**config.mk**
```make
export PLATFORM = sky130hd
export DESIGN_NAME = rxc_combiner
export DESIGN_NICKNAME = d
export VERILOG_FILES = /design/src/rtl/rxc_pkg.sv /design/src/rtl/rxc_boundary.sv /design/src/rtl/rxc_accum.sv /design/src/rtl/rxc_report.sv /design/src/rtl/rxc_combiner.sv
export SDC_FILE = /design/constraint.sdc
export NUM_CORES = 1
export LEC_CHECK = 0
export ABC_AREA = 1
export BUFFER_PORTS_ARGS = -buffer_cell sky130_fd_sc_hd__buf_2
export CAP_MARGIN = 40
export CORE_MARGIN = 8
export CORE_UTILIZATION = 50
export CTS_BUF_LIST = sky130_fd_sc_hd__clkbuf_8
export CTS_CLUSTER_SIZE = 25
export DETAILED_ROUTE_END_ITERATION = 10
export MAX_ROUTING_LAYER = met4
export PLACE_DENSITY = 0.77
export SLEW_MARGIN = 20
export SYNTH_ARGS = -nofsm -noshare
export SYNTH_HDL_FRONTEND = slang
export SYNTH_SLANG_ARGS = --single-unit
```
**constraint.sdc**
```tcl
create_clock -name clk -period 3.1 [get_ports clk]
set_clock_uncertainty 0.1 [all_clocks]
set_input_delay 0.62 -clock clk [delete_from_list [all_inputs] [get_ports clk]]
set_output_delay 0.62 -clock clk [all_outputs]
set_load 0.1 [all_outputs]
```
**src/rtl/rxc_pkg.sv**
```systemverilog
package rxc_pkg;
  localparam int PSZ_W      = 10;  // enough for 512
  localparam int CNT_W      = 6;   // packet counter, holds up to 32
  localparam int MULT_LIMIT = 32;
  localparam int ISO_W      = 2;

  // Payload size in bytes for a size code; 512 only on a high-speed link.
  function automatic logic [PSZ_W-1:0] payload_bytes(input logic [2:0] code,
                                                      input logic hs);
    case (code)
      3'd0:    return 10'd8;
      3'd1:    return 10'd16;
      3'd2:    return 10'd32;
      3'd3:    return 10'd64;
      3'd4:    return hs ? 10'd512 : 10'd64;
      default: return 10'd64;
    endcase
  endfunction

  // Multiplier clamped into 1..MULT_LIMIT.
  function automatic logic [CNT_W-1:0] eff_mult(input logic [CNT_W-1:0] m);
    if (m == '0) return CNT_W'(1);
    if (m > CNT_W'(MULT_LIMIT)) return CNT_W'(MULT_LIMIT);
    return m;
  endfunction

  // Isochronous packets per microframe, 0 read as 1.
  function automatic logic [ISO_W-1:0] eff_iso_cap(input logic [ISO_W-1:0] c);
    return (c == '0) ? ISO_W'(1) : c;
  endfunction
endpackage

```
**src/rtl/rxc_boundary.sv**
```systemverilog
module rxc_boundary
  import rxc_pkg::*;
#(
  parameter int LEN_W   = 11,
  parameter int BYTES_W = 16
) (
  input  logic               cfg_iso,
  input  logic               cfg_merge,
  input  logic               cfg_hs,
  input  logic [2:0]         cfg_size,
  input  logic [CNT_W-1:0]   cfg_mult,
  input  logic [ISO_W-1:0]   cfg_iso_pkts,
  input  logic               rx_done,
  input  logic [LEN_W-1:0]   rx_len,
  input  logic               uframe_sof,
  input  logic               busy,
  input  logic [BYTES_W-1:0] acc_bytes,
  input  logic [CNT_W-1:0]   acc_cnt,
  output logic               take,
  output logic               close,
  output logic [BYTES_W-1:0] close_bytes,
  output logic [CNT_W-1:0]   close_cnt,
  output logic               close_short
);
  logic [PSZ_W-1:0]   psize;
  logic [CNT_W-1:0]   mult_lim;
  logic [CNT_W-1:0]   iso_lim;
  logic [BYTES_W-1:0] sum;
  logic [CNT_W-1:0]   n_next;
  logic               is_short;
  logic               iso_room;
  logic               bulk_close;
  logic               iso_close;

  always_comb begin
    psize    = payload_bytes(cfg_size, cfg_hs);
    mult_lim = eff_mult(cfg_mult);
    iso_lim  = CNT_W'(eff_iso_cap(cfg_iso_pkts));
    sum      = acc_bytes + BYTES_W'(rx_len);
    n_next   = acc_cnt + CNT_W'(1);
    is_short = rx_len < LEN_W'(psize);
    iso_room = acc_cnt < iso_lim;

    take       = rx_done && !busy && (!cfg_iso || iso_room);
    bulk_close = !cfg_iso && take &&
                 (!cfg_merge || is_short || (n_next >= mult_lim));
    iso_close  = cfg_iso && uframe_sof && !busy && ((acc_cnt != '0) || take);
    close      = bulk_close || iso_close;

    close_bytes = take ? sum    : acc_bytes;
    close_cnt   = take ? n_next : acc_cnt;
    close_short = cfg_iso && (close_cnt < iso_lim);
  end
endmodule

```
**src/rtl/rxc_accum.sv**
```systemverilog
module rxc_accum
  import rxc_pkg::*;
#(
  parameter int BYTES_W = 16
) (
  input  logic               clk,
  input  logic               rst_n,
  input  logic               busy,
  input  logic               take,
  input  logic               close,
  input  logic [BYTES_W-1:0] upd_bytes,
  input  logic [CNT_W-1:0]   upd_cnt,
  output logic [BYTES_W-1:0] acc_bytes,
  output logic [CNT_W-1:0]   acc_cnt
);
  always_ff @(posedge clk or negedge rst_n) begin
    if (!rst_n) begin
      acc_bytes <= '0;
      acc_cnt   <= '0;
    end else if (close) begin
      acc_bytes <= '0;
      acc_cnt   <= '0;
    end else if (take) begin
      acc_bytes <= upd_bytes;
      acc_cnt   <= upd_cnt;
    end
  end


  acc_frozen_chk: assert property (@(posedge clk) disable iff (!rst_n)
    busy |=> ($stable(acc_bytes) && $stable(acc_cnt)));


  acc_bound_chk: assert property (@(posedge clk) disable iff (!rst_n)
    acc_cnt <= CNT_W'(MULT_LIMIT));
endmodule

```
**src/rtl/rxc_report.sv**
```systemverilog
module rxc_report
  import rxc_pkg::*;
#(
  parameter int BYTES_W = 16
) (
  input  logic               clk,
  input  logic               rst_n,
  input  logic               close,
  input  logic [BYTES_W-1:0] close_bytes,
  input  logic [CNT_W-1:0]   close_cnt,
  input  logic               close_short,
  input  logic               ack,
  output logic               ready,
  output logic [BYTES_W-1:0] bytes,
  output logic [CNT_W-1:0]   pkts,
  output logic               short_blk
);
  always_ff @(posedge clk or negedge rst_n) begin
    if (!rst_n) begin
      ready     <= 1'b0;
      bytes     <= '0;
      pkts      <= '0;
      short_blk <= 1'b0;
    end else if (close) begin
      ready     <= 1'b1;
      bytes     <= close_bytes;
      pkts      <= close_cnt;
      short_blk <= close_short;
    end else if (ready && ack) begin
      ready <= 1'b0;
    end
  end


  ready_hold_chk: assert property (@(posedge clk) disable iff (!rst_n)
    (ready && !ack) |=> (ready && $stable(bytes) && $stable(pkts) && $stable(short_blk)));


  ack_clear_chk: assert property (@(posedge clk) disable iff (!rst_n)
    (ready && ack) |=> !ready);


  close_load_chk: assert property (@(posedge clk) disable iff (!rst_n)
    close |=> (ready && pkts == $past(close_cnt)));


  no_close_busy_chk: assert property (@(posedge clk) disable iff (!rst_n)
    ready |-> !close);
endmodule

```
**src/rtl/rxc_combiner.sv**
```systemverilog
module rxc_combiner
  import rxc_pkg::*;
#(
  parameter int  LEN_W   = 11,
  localparam int BYTES_W = LEN_W + $clog2(MULT_LIMIT)
) (
  input  logic               clk,
  input  logic               rst_n,
  input  logic               cfg_iso,
  input  logic               cfg_merge,
  input  logic               cfg_hs,
  input  logic [2:0]         cfg_size,
  input  logic [CNT_W-1:0]   cfg_mult,
  input  logic [ISO_W-1:0]   cfg_iso_pkts,
  input  logic               rx_done,
  input  logic [LEN_W-1:0]   rx_len,
  input  logic               uframe_sof,
  input  logic               blk_ack,
  output logic               blk_ready,
  output logic [BYTES_W-1:0] blk_bytes,
  output logic [CNT_W-1:0]   blk_pkts,
  output logic               blk_short
);
  logic               take;
  logic               close;
  logic [BYTES_W-1:0] close_bytes;
  logic [CNT_W-1:0]   close_cnt;
  logic               close_short;
  logic [BYTES_W-1:0] acc_bytes;
  logic [CNT_W-1:0]   acc_cnt;

  rxc_boundary #(.LEN_W(LEN_W), .BYTES_W(BYTES_W)) u_bound (
    .cfg_iso(cfg_iso), .cfg_merge(cfg_merge), .cfg_hs(cfg_hs),
    .cfg_size(cfg_size), .cfg_mult(cfg_mult), .cfg_iso_pkts(cfg_iso_pkts),
    .rx_done(rx_done), .rx_len(rx_len), .uframe_sof(uframe_sof),
    .busy(blk_ready), .acc_bytes(acc_bytes), .acc_cnt(acc_cnt),
    .take(take), .close(close), .close_bytes(close_bytes),
    .close_cnt(close_cnt), .close_short(close_short)
  );

  rxc_accum #(.BYTES_W(BYTES_W)) u_acc (
    .clk(clk), .rst_n(rst_n), .busy(blk_ready), .take(take), .close(close),
    .upd_bytes(close_bytes), .upd_cnt(close_cnt),
    .acc_bytes(acc_bytes), .acc_cnt(acc_cnt)
  );

  rxc_report #(.BYTES_W(BYTES_W)) u_rep (
    .clk(clk), .rst_n(rst_n), .close(close), .close_bytes(close_bytes),
    .close_cnt(close_cnt), .close_short(close_short), .ack(blk_ack),
    .ready(blk_ready), .bytes(blk_bytes), .pkts(blk_pkts), .short_blk(blk_short)
  );


  single_pkt_chk: assert property (@(posedge clk) disable iff (!rst_n)
    ($rose(blk_ready) && !cfg_iso && !cfg_merge) |-> (blk_pkts == CNT_W'(1)));


  mult_cap_chk: assert property (@(posedge clk) disable iff (!rst_n)
    ($rose(blk_ready) && !cfg_iso && cfg_merge) |-> (blk_pkts <= eff_mult(cfg_mult)));


  iso_cap_chk: assert property (@(posedge clk) disable iff (!rst_n)
    cfg_iso |-> (acc_cnt <= CNT_W'(3)));


  short_iso_only_chk: assert property (@(posedge clk) disable iff (!rst_n)
    (blk_ready && blk_short) |-> cfg_iso);
endmodule

```
==> results of run 1 <==
==> sequential cells by signal, indices dropped and copies added (netlist names) <==
signal	flops
u_rep.pkts	6
u_rep.bytes	16
u_acc.acc_bytes	16
u_acc.acc_cnt	6
u_rep.short_blk	1
u_rep.ready	1
==> per-layer routing <==
layer | vias up | part of all wire, %
li1 | 1532 | -
met1 | 1339 | 47
met2 | 74 | 46
met3 | 8 | 5.7
met4 | 0 | 0.95
met5 | - | 0
==> area by class of cell <==
| cell class | count | area (um2) | share of cell area, % |
|---|---|---|---|
| inverter | 52 | 195.2 | 5.374 |
| clock buffer | 5 | 68.82 | 1.895 |
| sequential | 46 | 1151 | 31.69 |
| timing repair buffer | 58 | 315.3 | 8.681 |
| tap | 77 | 96.34 | 2.652 |
| clock inverter | 3 | 45.04 | 1.240 |
| multi-input combinational | 335 | 1760 | 48.47 |
==> per-stage QoR <==
step	utilization (%)	setup WS (ns)	area, um2
floorplan	-	0.4845	3183
global placement	56.05	0.4218	3498
detailed placement	56.38	0.3395	3518
CTS	58.20	0.4463	3632
global route	58.20	0.1537	3632
finish	58.20	0.4574	3632
==> Yosys cell counts (3+ instances only) <==
master      n
nor3_1      3
inv_1      50
dfrtp_1    46
nand4_1     5
nand2_1   136
nand3b_1    4
o21ai_0    15
xnor2_1     3
nor2b_1     3
xor2_1      6
or2_2       4
nand3_1    51
a21oi_1    16
o211ai_1    3
ha_1       25
nor2_1     47
buf_2       4
buf_6       3
==> worst register-to-register path: stages (launching register included) <==
cell      delay, ns
dfrtp_1        0.46
ha_1           0.26
nand3_1        0.10
xor2_1         0.20
ha_1           0.26
nand2_1        0.10
nor2_1         0.06
o21ai_0        0.07
o211ai_1       0.11
nor2_1         0.10
nand3_1        0.08
nand2_1        0.14
nand2_4        0.27
nand2_1        0.17
nand2_1        0.06
==> how the worst max path moves through the flow <==
stage | startpoint | endpoint | slack (ns) | depth (start not counted)
after detailed placement | cfg_mult[3] | u_rep.bytes[14] | 0.34 | 16
after floorplan | u_rep.ready | u_rep.short_blk | 0.48 | 13
after global placement | cfg_mult[3] | u_rep.short_blk | 0.42 | 16
after global routing | u_acc.acc_cnt[0] | u_rep.bytes[0] | 0.15 | 14
final | u_acc.acc_cnt[0] | u_rep.bytes[14] | 0.46 | 14
after CTS | u_acc.acc_cnt[0] | u_rep.bytes[14] | 0.45 | 14
==> kinds of logic (layout without fill, tap and decap cells) <==
kind of cell	count (synthesis)	after routing	synth area share (%)
XOR/XNOR	9	9	2.477
adder cells (fa/ha/maj)	26	26	10.46
AND/OR/NAND/NOR	260	260	35.53
AO/OA/AOI/OAI	40	40	6.840
flip-flops	46	46	36.16
buffers and inverters	63	118	8.530
==> where the power goes <==
| part | leakage (nW) | internal (mW) | total (mW) | switching [mW] |
|---|---|---|---|---|
| combinational | 1.41 | 0.628 | 2.39 | 1.77 |
| sequential | 0.603 | 0.808 | 0.955 | 0.147 |
| clock | 0.0504 | 0.240 | 0.445 | 0.206 |
| total | 2.06 | 1.68 | 3.79 | 2.12 |
==> summary.txt, run 1 <==
GRT
  • First-pass GRT wire length: roughly 13000 um
  • Gr busiest metal: met2
  • Global-route total usage across every layer: roughly 17%
  • Initial antenna violation count: 0
  • Largest net degree at the start of global routing: 44
  • Met3 usage: between 3 and 4%
  • Met1 Use GR: a little over a fifth
  • Vias in the first global route: about 2900
  • Met2 Use GR: a little under 30%
  • Grt total ovfl: 0

CTS
  • Post-CTS Setup Inserts: 0
  • Hold buffers post-CTS: 0
  • CTS tree: yes
  • Clk sinks: 46
  • H-tree depth: 2
  • CTS max path bufs: 2
  • Worst-Skew Late Latency: approximately 0.30 ns
  • Worst-path clk slew: 0.09 ns
  • CTS buffer count: 5
  • Post-CTS Resized: 0
  • Root Buffer Master: clkbuf_8

Final layout
  • Antenna Cells: 0
  • Layout Cells excl Fill: 576
  • Most frequent cells in the layout: nand2_1 (136), buf_2 (53), nand3_1 (51)
  • Fillcell total: 600
  • Nets: between 500 and 600
  • Most common cell after layout, fill and taps aside: nand2_1
  • Synth-to-layout area growth: 14.11%
  • Layout cells sized above 1: between 10% and 20%

Die
  • Die Height: between 90 and 100 um
  • Rows: 29
  • Starting density of the core: ~51%
  • Die area: around 9200 um2
  • I/O pin cnt: 54
  • Die Span X: between 90 and 100 um
  • CORE AREA: roughly 6200 um2

Critical path
  • Worst setup EP type: register
  • FF-to-FF setup slack: between 0.4 and 0.5 ns
  • Startpoint class of the critical path: register
  • Worst endpoint required time: about 3.2 ns
  • Worst R2R Start: u_acc.acc_cnt[0]
  • Critical path type: register to register
  • Bufs and invs on worst path: 0
  • Most frequent CP cell: nand2_1
  • CP arrival: between 2 and 3 ns
  • Worst stage delay on the critical path: 0.46 ns
  • Family with the most delay on the worst path: simple AND/OR/NAND/NOR gates
  • R2R Path End: u_rep.bytes[14]
  • Critical path's slowest cell: dfrtp_1
  • CP cell instances: ha_1 -> nand3_1 -> xor2_1 -> ha_1 -> nand2_1 -> nor2_1 -> o21ai_0 -> o211ai_1 -> nor2_1 -> nand3_1 -> nand2_1 -> nand2_4 -> nand2_1 -> nand2_1
  • Worst Path Max Fanout: 43
  • Reg2reg path depth: 14

Synthesis
  • Yosys reg bits: between 40 and 50
  • Synth area leaders: dfrtp_1 (36%), nand2_1 (16%), ha_1 (9.8%), nand3_1 (8.0%), inv_1 (5.9%)
  • EDFF count, synth: 0
  • Mapped Nets: 500
  • Syn. warnings: 0
  • Synth async-reset ratio: 100.0%
  • Synth top area share: between 30% and 40%
  • Syn_area_per_cell: between 7 and 8 um2
  • Ys flop type: dfrtp_1
  • Sequential share of the synthesized area: 36.16%
  • Synth cell types: 32
  • Mapped Cells: 444
  • Post-synthesis cell type with the largest combined area: dfrtp_1
  • Syn Std Cell Area: approximately 3200 um2

STA
  • Worst Tran Pin Value: between 0.4 and 0.5 ns
  • Slew margin rel.: about two thirds
  • Final period util: a little under nine tenths
  • Fin Hold WS: around 0.14 ns
  • Setup violators final: 0
  • Max-slew violations: 0
  • Post-layout minimum cycle time: ~2.6 ns
  • Fin Setup TNS: 0 ns
  • Final hold vios: 0
  • RSZ-0062 raised after global routing: false
  • Max frequency: around 380 MHz

Routing
  • Vias per inst: 5.127
  • DR WL/cell: about 13 um
  • Drt total wl: between 7000 and 8000 um
  • DR iter-0 viols: 154
  • DR vias: about 3000
  • Antenna-violating nets left: 0
  • Drt drc: 0
  • 1st-pass router iterations: 5

Placement
  • # port buffers: between 50 and 60
  • Post-Place Cells: 568
  • Final Wtd Congestion: approximately 0.86
  • Hpwl dp: slightly below 6000 um

Worst hold path
  • Hold/Removal Path Class: input pin to asynchronous set/reset pin

Job
  • Max cap viols: 0

Power
  • Peak supply drop: a little over 0.6 mV
  • Pwr Total: roughly 3.8 mW
  • Leakage power: about 2.1 nW
  • PD cells: about 1000 nW/um2

Status
  • Outcome: finished, final reports clean
No activity file was read; power rests on OpenSTA's default activity.
==> run 2, diff against run 1 <==
--- a/config.mk
+++ b/config.mk
@@ -10,11 +10,11 @@
 export CAP_MARGIN = 40
 export CORE_MARGIN = 8
 export CORE_UTILIZATION = 50
-export CTS_BUF_LIST = sky130_fd_sc_hd__clkbuf_8
 export CTS_CLUSTER_SIZE = 25
 export DETAILED_ROUTE_END_ITERATION = 10
 export MAX_ROUTING_LAYER = met4
 export PLACE_DENSITY = 0.77
+export RECOVER_POWER = 100
 export SLEW_MARGIN = 20
 export SYNTH_ARGS = -nofsm -noshare
 export SYNTH_HDL_FRONTEND = slang
==> run 2 against run 1 <==
Effect of this change:
- via count shrank 0.54%
- sequential power is essentially flat
- sequential share of layout area up 0.36 points
- critical path depth stayed put
- setup slack improved by 0.0072 ns
- first-iteration DRC count grew 9.1%
- non-clock buffer count did not move
- core utilization is 0.66 points lower
- register-to-register slack about the same
- highest routed layer unchanged
==> summary.txt, run 2 (synthesized netlist as in run 1, its figures left out) <==
Job
  • Max cap viols: 0 (unchanged)

Placement
  • Post-place setup slack: 0.3395 ns (unchanged)
  • Hpwl dp: 5780 um (unchanged)
  • Post-Place Cells: 568 (unchanged)
  • Final Wtd Congestion: 0.8611 (unchanged)
  • # port buffers: 53 (unchanged)

CTS
  • Post-CTS Resized: 0 (unchanged)
  • Worst-path clk slew: 0.09 ns (about the same)
  • Post-CTS Setup Inserts: 0 (unchanged)
  • Hold buffers post-CTS: 0 (unchanged)
  • CTS tree: yes (unchanged)
  • CTS buffer count: 5 (unchanged)
  • CTS max path bufs: 2 (unchanged)
  • Worst-Skew Late Latency: 0.30 ns (about the same)
  • Clk sinks: 46 (unchanged)
  • Root Buffer Master: clkbuf_8 (unchanged)
  • H-tree depth: 2 (unchanged)

Die
  • Starting density of the core: 51.00% (unchanged)
  • CORE AREA: 6241 um2 (unchanged)
  • I/O pin cnt: 54 (unchanged)
  • Die Height: 95.79 um (unchanged)
  • Die Span X: 95.79 um (unchanged)
  • Rows: 29 (unchanged)
  • Die area: 9175 um2 (unchanged)

Final layout
  • Layout Cells excl Fill: 576 (unchanged)
  • Most frequent cells in the layout: nand2_1 (136), nand3_1 (51), inv_1 (50) (was nand2_1 (136), buf_2 (53), nand3_1 (51))
  • Largest registers: u_acc.acc_bytes: 16 flops, u_rep.bytes: 16 flops (unchanged)
  • Synth-to-layout area growth: 12.81% (was 14.11%)
  • Storage cell area: 1151 um2 (unchanged)
  • Antenna Cells: 0 (unchanged)
  • Multi-input gate area: 1760 um2 (unchanged)
  • Fin util: 57.54% (was 58.20%)
  • Fillcell total: 622 (was 600)
  • Most common cell after layout, fill and taps aside: nand2_1 (unchanged)
  • Layout cells sized above 1: 10.22% (was 15.43%)
  • Nets: 554 (unchanged)

Critical path
  • FF-to-FF setup slack: 0.46 ns (about the same)
  • R2R Path End: u_rep.bytes[14] (unchanged)
  • Critical path's slowest cell: dfrtp_1 (unchanged)
  • CP cell instances: ha_1 -> nand3_1 -> xor2_1 -> ha_1 -> nand2_1 -> nor2_1 -> o21ai_0 -> o211ai_1 -> nor2_1 -> nand3_1 -> nand2_1 -> nand2_4 -> nand2_1 -> nand2_1 (unchanged)
  • Worst R2R Start: u_acc.acc_cnt[0] (unchanged)
  • Worst stage delay on the critical path: 0.46 ns (about the same)
  • Worst setup EP type: register (unchanged)
  • Most frequent CP cell: nand2_1 (unchanged)
  • Startpoint class of the critical path: register (unchanged)
  • Worst endpoint required time: 3.19 ns (about the same)
  • Bufs and invs on worst path: 0 (unchanged)
  • Critical path type: register to register (unchanged)
  • Worst Path Max Fanout: 43 (unchanged)
  • Family with the most delay on the worst path: simple AND/OR/NAND/NOR gates (unchanged)
  • CP arrival: 2.72 ns (was 2.73 ns)
  • Reg2reg path depth: 14 (unchanged)

Power
  • Leakage power: 1.971 nW (was 2.061 nW)
  • Peak supply drop: 0.6133 mV (was 0.6089 mV)
  • PD cells: 1049 nW/um2 (was 1045 nW/um2)

STA
  • Max frequency: 379.5 MHz (was 378.4 MHz)
  • Max-slew violations: 0 (unchanged)
  • Final worst setup slack: 0.4646 ns (was 0.4574 ns)
  • Post-layout minimum cycle time: 2.635 ns (was 2.643 ns)
  • Slew margin rel.: 7.013% (was 66.98%)
  • Final hold vios: 0 (unchanged)
  • RSZ-0062 raised after global routing: false (unchanged)
  • Worst Tran Pin Value: 1.395 ns (was 0.4987 ns)
  • Fin Setup TNS: 0 ns (unchanged)
  • Final period util: 85.01% (was 85.25%)
  • Setup violators final: 0 (unchanged)

GRT
  • Grt total ovfl: 0 (unchanged)
  • Initial antenna violation count: 0 (unchanged)
  • Global-route total usage across every layer: 17.41% (unchanged)
  • Largest net degree at the start of global routing: 44 (unchanged)
  • Vias in the first global route: 2885 (unchanged)
  • First-pass GRT wire length: 12590 um (unchanged)

Routing
  • Drt drc: 0 (unchanged)
  • DR WL/cell: 12.65 um (was 12.64 um)
  • Drt total wl: 7287 um (was 7280 um)
  • DR vias: 2937 (was 2953)
  • 1st-pass router iterations: 4 (was 5)
  • Vias per inst: 5.099 (was 5.127)
  • Antenna-violating nets left: 0 (unchanged)
  • DR iter-0 viols: 168 (was 154)

Worst hold path
  • Hold/Removal Path Class: input pin to asynchronous set/reset pin (unchanged)

Status
  • Outcome: finished, final reports clean (unchanged)
==> run 2: cell types whose count changed in the layout (fill, tap and decap cells not counted), sizes merged <==
cell	previous run	this run
dlymetal6s4s	0	1
clkbuf	5	31
buf	58	31
==> run 2: final cells by class <==
type	count	area share (%)
Timing Repair Buffer	58	7.631
Multi-Input combinational cell	335	49.02
Inverter	52	5.436
Tap cell	77	2.683
Clock inverter	3	1.254
Clock buffer	5	1.916
Sequential cell	46	32.06
==> run 2: routing by layer <==
| metal | routed length, um | vias up | track usage [%] |
|---|---|---|---|
| met5 | 0 | - | - |
| met4 | 56 | 0 | 3.713 |
| met3 | 377 | 6 | 3.744 |
| met2 | 3413 | 72 | 29.03 |
| met1 | 3440 | 1324 | 21.15 |
| li1 | - | 1535 | - |
==> run 2: worst reg2reg max path: cells and delay by family, from the launching register on <==
family / cells / cell delay (ns)
xor+xnor: 1 / 0.20
simple gates: 9 / 1.07
compound gates: 2 / 0.18
flops: 1 / 0.46
fa+ha+maj: 2 / 0.52
==> run 2: per-stage QoR <==
stage	cell area (um2)	total power, mW	hold slack, ns
final	3591	3.766	0.3027
after global routing	3591	4.080	0.3673
after CTS	3632	3.818	0.1347
after detailed placement	3518	3.359	0.3895
after floorplan	3183	2.923	0.2244
after global placement	3498	3.323	0.3885
==> run 2: worst max-delay path by stage <==
stage	from	end	slack (ns)	cells past startpoint
floorplan	u_rep.ready	u_rep.short_blk	0.48	13
global placement	cfg_mult[3]	u_rep.short_blk	0.42	16
detailed placement	cfg_mult[3]	u_rep.bytes[14]	0.34	16
CTS	u_acc.acc_cnt[0]	u_rep.bytes[14]	0.45	14
global route	u_acc.acc_cnt[0]	u_rep.bytes[0]	0.16	14
finish	u_acc.acc_cnt[0]	u_rep.bytes[14]	0.46	14
==> run 2: where the power goes <==
group | switching (mW) | total [mW] | internal, mW
logic | 1.77 | 2.36 | 0.594
clock network | 0.208 | 0.448 | 0.240
registers | 0.150 | 0.958 | 0.808
total | 2.12 | 3.77 | 1.64
